--- config.mk ---
export PLATFORM = sky130hd
export DESIGN_NAME = bcd_rtc_core
export DESIGN_NICKNAME = d
export VERILOG_FILES = /design/src/rtl/bcd_rtc_core.sv
export SDC_FILE = /design/constraint.sdc
export NUM_CORES = 1
export LEC_CHECK = 0
export ABC_AREA = 1
export BUFFER_PORTS_ARGS = -buffer_cell sky130_fd_sc_hd__buf_2
export CAP_MARGIN = 30
export CORE_UTILIZATION = 40
export CTS_CLUSTER_SIZE = 20
export DETAILED_ROUTE_END_ITERATION = 8
export SETUP_SLACK_MARGIN = 0.3
export SLEW_MARGIN = 20
export SYNTH_ARGS = -nofsm -noshare
export SYNTH_HDL_FRONTEND = slang
export SYNTH_SLANG_ARGS = --single-unit
--- constraint.sdc ---
create_clock -name clk -period 3.2 [get_ports clk]
set_input_delay 0.16 -clock clk [delete_from_list [all_inputs] [get_ports clk]]
set_output_delay 0.16 -clock clk [all_outputs]
set_load 0.02 [all_outputs]
--- src/rtl/bcd_rtc_core.sv ---
module bcd_rtc_core #(
  parameter int PRE_W       = 15,
  parameter int CARRY_TICKS = 3,
  parameter int ADJ_TICKS   = 4
) (
  input  logic       clk,
  input  logic       rst_n,
  input  logic       tick32k,
  input  logic       mode24,
  input  logic       run,
  input  logic       adj_req,
  input  logic       wr,
  input  logic [3:0] addr,
  input  logic [3:0] wdata,
  output logic [3:0] rdata,
  output logic       busy
);
  localparam int BW = $clog2(ADJ_TICKS + 1);

  logic [PRE_W-1:0] pre;
  logic [6:0] sec, min;
  logic [5:0] hr, day, mlen, hr_nx;
  logic [4:0] mon;
  logic [2:0] dow;
  logic [7:0] yr;
  logic       pend, adj_pend, dc;
  logic [BW-1:0] bcnt;

  function automatic logic [7:0] inc_bcd(input logic [7:0] v);
    inc_bcd = (v[3:0] >= 4'd9) ? {v[7:4] + 4'd1, 4'd0} : {v[7:4], v[3:0] + 4'd1};
  endfunction

  wire sec_evt  = tick32k && (&pre);
  wire adj_go   = adj_pend && run && !wr;
  wire inc_go   = (pend || sec_evt) && run && !wr && !adj_go;
  wire sec_wrap = sec >= 7'h59;
  wire min_step = inc_go ? sec_wrap : (adj_go && sec >= 7'h30);
  wire hr_step  = min_step && (min >= 7'h59);
  wire day_step = hr_step && dc;
  wire leap     = yr[4] ? (yr[3:0] == 4'd2 || yr[3:0] == 4'd6)
                        : (yr[3:0] == 4'd0 || yr[3:0] == 4'd4 || yr[3:0] == 4'd8);
  wire mon_step = day_step && (day >= mlen);
  wire yr_step  = mon_step && (mon >= 5'h12);

  assign busy = bcnt != '0;

  always_comb begin
    dc = 1'b0;
    if (mode24) begin
      if (hr >= 6'h23) begin hr_nx = 6'h00; dc = 1'b1; end
      else hr_nx = 6'(inc_bcd({2'b0, hr}));
    end else if (hr[4:0] == 5'h12) hr_nx = {hr[5], 5'h01};
    else if (hr[4:0] >= 5'h11) begin hr_nx = {~hr[5], 5'h12}; dc = hr[5]; end
    else hr_nx = {hr[5], 5'(inc_bcd({3'b0, hr[4:0]}))};
  end

  always_comb
    case (mon)
      5'h02:                      mlen = leap ? 6'h29 : 6'h28;
      5'h04, 5'h06, 5'h09, 5'h11: mlen = 6'h30;
      default:                    mlen = 6'h31;
    endcase

  always_comb
    case (addr)
      4'd0:    rdata = sec[3:0];
      4'd1:    rdata = {1'b0, sec[6:4]};
      4'd2:    rdata = min[3:0];
      4'd3:    rdata = {1'b0, min[6:4]};
      4'd4:    rdata = hr[3:0];
      4'd5:    rdata = {2'b0, hr[5:4]};
      4'd6:    rdata = {1'b0, dow};
      4'd7:    rdata = day[3:0];
      4'd8:    rdata = {2'b0, day[5:4]};
      4'd9:    rdata = mon[3:0];
      4'd10:   rdata = {3'b0, mon[4]};
      4'd11:   rdata = yr[3:0];
      4'd12:   rdata = yr[7:4];
      default: rdata = 4'd0;
    endcase

  always_ff @(posedge clk or negedge rst_n)
    if (!rst_n) begin
      pre <= '0; pend <= 1'b0; adj_pend <= 1'b0; bcnt <= '0;
      sec <= '0; min <= '0; hr <= '0; dow <= '0;
      day <= 6'h01; mon <= 5'h01; yr <= '0;
    end else begin
      if (adj_go) pre <= '0;
      else if (tick32k) pre <= pre + 1'b1;
      pend     <= (pend || sec_evt) && !inc_go && !adj_go;
      adj_pend <= (adj_pend || adj_req) && !adj_go;
      if (adj_go) bcnt <= BW'(ADJ_TICKS);
      else if (inc_go) bcnt <= BW'(CARRY_TICKS);
      else if (tick32k && bcnt != '0) bcnt <= bcnt - 1'b1;
      if (wr)
        case (addr)
          4'd0:  sec[3:0] <= wdata;
          4'd1:  sec[6:4] <= wdata[2:0];
          4'd2:  min[3:0] <= wdata;
          4'd3:  min[6:4] <= wdata[2:0];
          4'd4:  hr[3:0]  <= wdata;
          4'd5:  hr[5:4]  <= wdata[1:0];
          4'd6:  dow      <= wdata[2:0];
          4'd7:  day[3:0] <= wdata;
          4'd8:  day[5:4] <= wdata[1:0];
          4'd9:  mon[3:0] <= wdata;
          4'd10: mon[4]   <= wdata[0];
          4'd11: yr[3:0]  <= wdata;
          4'd12: yr[7:4]  <= wdata;
          default: ;
        endcase
      else begin
        if (adj_go) sec <= '0;
        else if (inc_go) sec <= sec_wrap ? 7'h00 : 7'(inc_bcd({1'b0, sec}));
        if (min_step) min <= (min >= 7'h59) ? 7'h00 : 7'(inc_bcd({1'b0, min}));
        if (hr_step) hr <= hr_nx;
        if (day_step) begin
          dow <= (dow >= 3'd6) ? 3'd0 : dow + 3'd1;
          day <= (day >= mlen) ? 6'h01 : 6'(inc_bcd({2'b0, day}));
        end
        if (mon_step) mon <= (mon >= 5'h12) ? 5'h01 : 5'(inc_bcd({3'b0, mon}));
        if (yr_step) yr <= (yr >= 8'h99) ? 8'h00 : inc_bcd(yr);
      end
    end

  a_r1_sec_legal: assert property (@(posedge clk) disable iff (!rst_n)
    (!wr && sec <= 7'h59 && sec[3:0] <= 4'd9) |=> (sec <= 7'h59 && sec[3:0] <= 4'd9));
  a_r4_dow_legal: assert property (@(posedge clk) disable iff (!rst_n)
    (!wr && dow != 3'd7) |=> dow != 3'd7);
  a_r7_hold: assert property (@(posedge clk) disable iff (!rst_n)
    (!run && !wr) |=> $stable(sec) && $stable(min));
  a_r7_single: assert property (@(posedge clk) disable iff (!rst_n)
    inc_go |=> !pend);
  a_r8_adjust_zero: assert property (@(posedge clk) disable iff (!rst_n)
    adj_go |=> (sec == 7'h00 && pre == '0));
  a_r10_busy: assert property (@(posedge clk) disable iff (!rst_n)
    (inc_go || adj_go) |=> busy);
endmodule

==> qor.yml <==
cts_buffer_depth: 2
gp_congestion: 0.881
initial_utilization_pct: 40.9
drt-initial-drc-count: 324
postSynthCellCount: 675
cts_inserted_buffers: 9
grt_usage_pct: 21.5
required_ns: 3.44
area_growth_pct: 10.9
clk-insertion-delay-late_ns: 0.35
synth_top_area_share_pct: 30.7
ant_nets: 0
synth_top_area_cell: "dfrtp_1"
switching_share_pct: 43.1
maxCapViolCount: 0
dp_hpwl_um: 9460
portBuffers: 19
synth-edff-count: 0
ir_drop_mv: 0.314
rsz0062_at_grt: "yes"
wire_per_inst_um: 14.9
vias: 4506
status: "complete, no violations"
die-area_um2: 12700
die_w_um: 113
synth_area_leaders: "dfrtp_1, nand2_1, ha_1"
finalHoldViolations: 0
core-area_um2: 12000
fin_tns_setup_ns: 0
grt_max_degree: 44
critPathKind: "reg2reg"
ys_seq_elements: 62
drv_slew: 0
num_antenna_cells: 0
finClkSkew_ns: 0.00811
synthFlopType: "dfrtp_1"
total_power_w: 0.00367
min-delay-path-class: "in2reg"
fin_nets: 754
cts_tree: "built"
critPathArrivalTime_ns: 2.99
p_leak_nw: 2.70
io_pins: 20
layout-drive-gt1-share_pct: 11.2
synth.distinct_cells: 45
place_ws_ns: 0.556
vias_per_cell: 5.29
fin_crit_sh_pct: 85.9
root_buffer: "clkbuf_16"
netlist_area_um2: 4890
grt_pass1_wl_um: 21200
clk_pin_slew_ns: 0.06
p_int_w: 0.00209
num_rows: 40
post_cts_buffers: 0
switchingPower_w: 0.00158
pwr-share-clk_pct: 24.7
pwr-share-comb_pct: 38.6
grt_antenna_before_repair: 0
crit_path_end_kind: "flop"
cellPowerDensity_nw_per_um2: 677
slew_headroom_pct: 38.9
drcViolationCount: 0
first_global_vias: 4308
synth_area_per_cell_um2: 7.24
setup_ws_ns: 0.451
synth-warning-count: 0
cp_max_fo: 9
yosysSeqAreaShare_pct: 31.8
worst_pin_slew_ns: 0.916
grt-ovfl-total: 0
p_seq_share_pct: 36.7
die_y_um: 113
wirelength_um: 12700
clock_sinks: 62
ctsHtreeMaxLevel: 3
syn_nets: 730
min_period_ns: 2.75
fmax_ghz: 0.364
setup_violations: 0
async_flop_share_pct: 100
cp-start-kind: "flop"
drt_pass1_iterations: 7
==> sequential cells by signal (all words and copies together) (netlist names) <==
register,flops
pre,15
adj_pend,1
min,7
yr,8
sec,7
day,6
bcnt,3
pend,1
dow,3
mon,5
hr,6
==> final timing paths <==
path                       startpoint  endpoint  slack (ns)  cells past startpoint
setup / recovery                yr[0]     yr[7]        0.45                     19
hold / removal                adj_req  adj_pend        0.05                      3
setup reg to reg                yr[0]     yr[7]        0.45                     19
hold reg to reg                pre[9]    pre[9]        0.48                      1
max in group asynchronous       rst_n    pre[5]        1.98                      3
min in group asynchronous       rst_n     hr[4]        0.31                      2
==> metal layers <==
metal  wire, um  GRT usage (%)  up-vias
met5          0              0        -
met4        236           9.96        0
met3        672           4.54       18
met2       5770           33.3      117
met1       6000           28.6     2096
li1           -              -     2275
==> layout by cell type, fill, tap and decap left out, types with 2 or more instances in the layout <==
cell type,count
nand2_1,155
o211ai_1,3
a21oi_1,29
inv_2,5
clkinv_2,2
xnor2_1,9
or2_2,2
o22ai_1,12
nand3_1,58
nor3_1,7
a31oi_1,7
dfrtp_1,60
dfstp_2,2
nand3b_1,4
nor2_4,2
o31ai_1,4
nand4_1,9
o21a_1,3
o21ai_1,3
nand2_4,11
o21ai_0,54
inv_1,88
xor2_1,10
ha_1,40
nand2_2,10
a21boi_0,2
nor2_2,3
clkinvlp_4,3
buf_4,2
a221oi_1,3
a211oi_1,2
clkbuf_16,9
buf_2,19
nor2_1,56
==> cell families after synthesis <==
kind of cell             synth area share (%)
XOR/XNOR                                 3.40
buffers and inverters                    8.11
flip-flops                               31.8
AND/OR/NAND/NOR                          30.8
AO/OA/AOI/OAI                            15.7
adder cells (fa/ha/maj)                  10.2
==> repair_timing <==
action,4_1_cts,5_1_grt
hold buffers,1,0
endpoints found under the setup margin,0,1
hold endpoints to repair,17,0
resized for setup,0,1
==> Yosys cell counts (2+ instances only) <==
library cell  instances
a21boi_0              2
xnor2_1               9
nand2_4              11
dfrtp_1              60
nor2_2                2
nand4_1               9
o22ai_1              12
nor2_1               57
xor2_1               10
o211ai_1              3
dfstp_2               2
clkbuf_1              4
nand3b_1              4
buf_4                 3
a221oi_1              3
inv_1                88
o21ai_0              54
o21ai_1               3
or2_2                 2
nand2_1             155
o21a_1                3
a211oi_1              2
ha_1                 40
a31oi_1               7
a21oi_1              29
nand2_2              10
nor2_4                2
nand3_1              58
inv_2                 5
nor3_1                7
o31ai_1               4
buf_2                 2
==> metrics by stage <==
step                util, %  cell area (um^2)  std cells  hold slack, ns
floorplan                 -              4890        675          -0.136
global placement       42.9              5140        834           0.144
detailed placement     42.9              5140        834           0.145
CTS                    45.3              5420        851          0.0422
global route           45.3              5420        851          0.0515
finish                 45.3              5420        851          0.0490
==> worst max-delay path, cell delays in order, from the launching register on <==
cell and delay (ns):
dfrtp_1 0.42, inv_1 0.13, ha_1 0.21, nand2_1 0.06, nand2_1 0.04, o211ai_1 0.10
a22oi_1 0.09, nor2_1 0.10, a41oi_1 0.05, ha_1 0.29, nand2_1 0.04, nand3b_1 0.16
nand3_1 0.18, nand4_1 0.18, nor2_1 0.21, nand2_4 0.09, nand2_8 0.10, nand2_4 0.07
nand2_1 0.06, nand2_1 0.05
==> layout make-up <==
type / instances / area (um^2)
fillers: 1193 / 6540
multi-input cells: 511 / 2940
flip-flops and latches: 62 / 1550
inverters: 93 / 349
clock buffers: 9 / 225
well taps: 147 / 184
repair buffers: 22 / 120
clock inverters: 7 / 50.0
==> power groups by stage <==
| stage | sequential (W) | clock, W | combinational [W] |
|---|---|---|---|
| 2_1_floorplan | 0.00125 | 0 | 0.00111 |
| 3_3_place_gp | 0.00135 | 0 | 0.00137 |
| 3_5_place_dp | 0.00135 | 0 | 0.00140 |
| 4_1_cts | 0.00134 | 0.000931 | 0.00141 |
| 5_1_grt | 0.00138 | 0.000960 | 0.00163 |
| 6_report | 0.00135 | 0.000906 | 0.00142 |
Power figures use the tool's default switching activity.
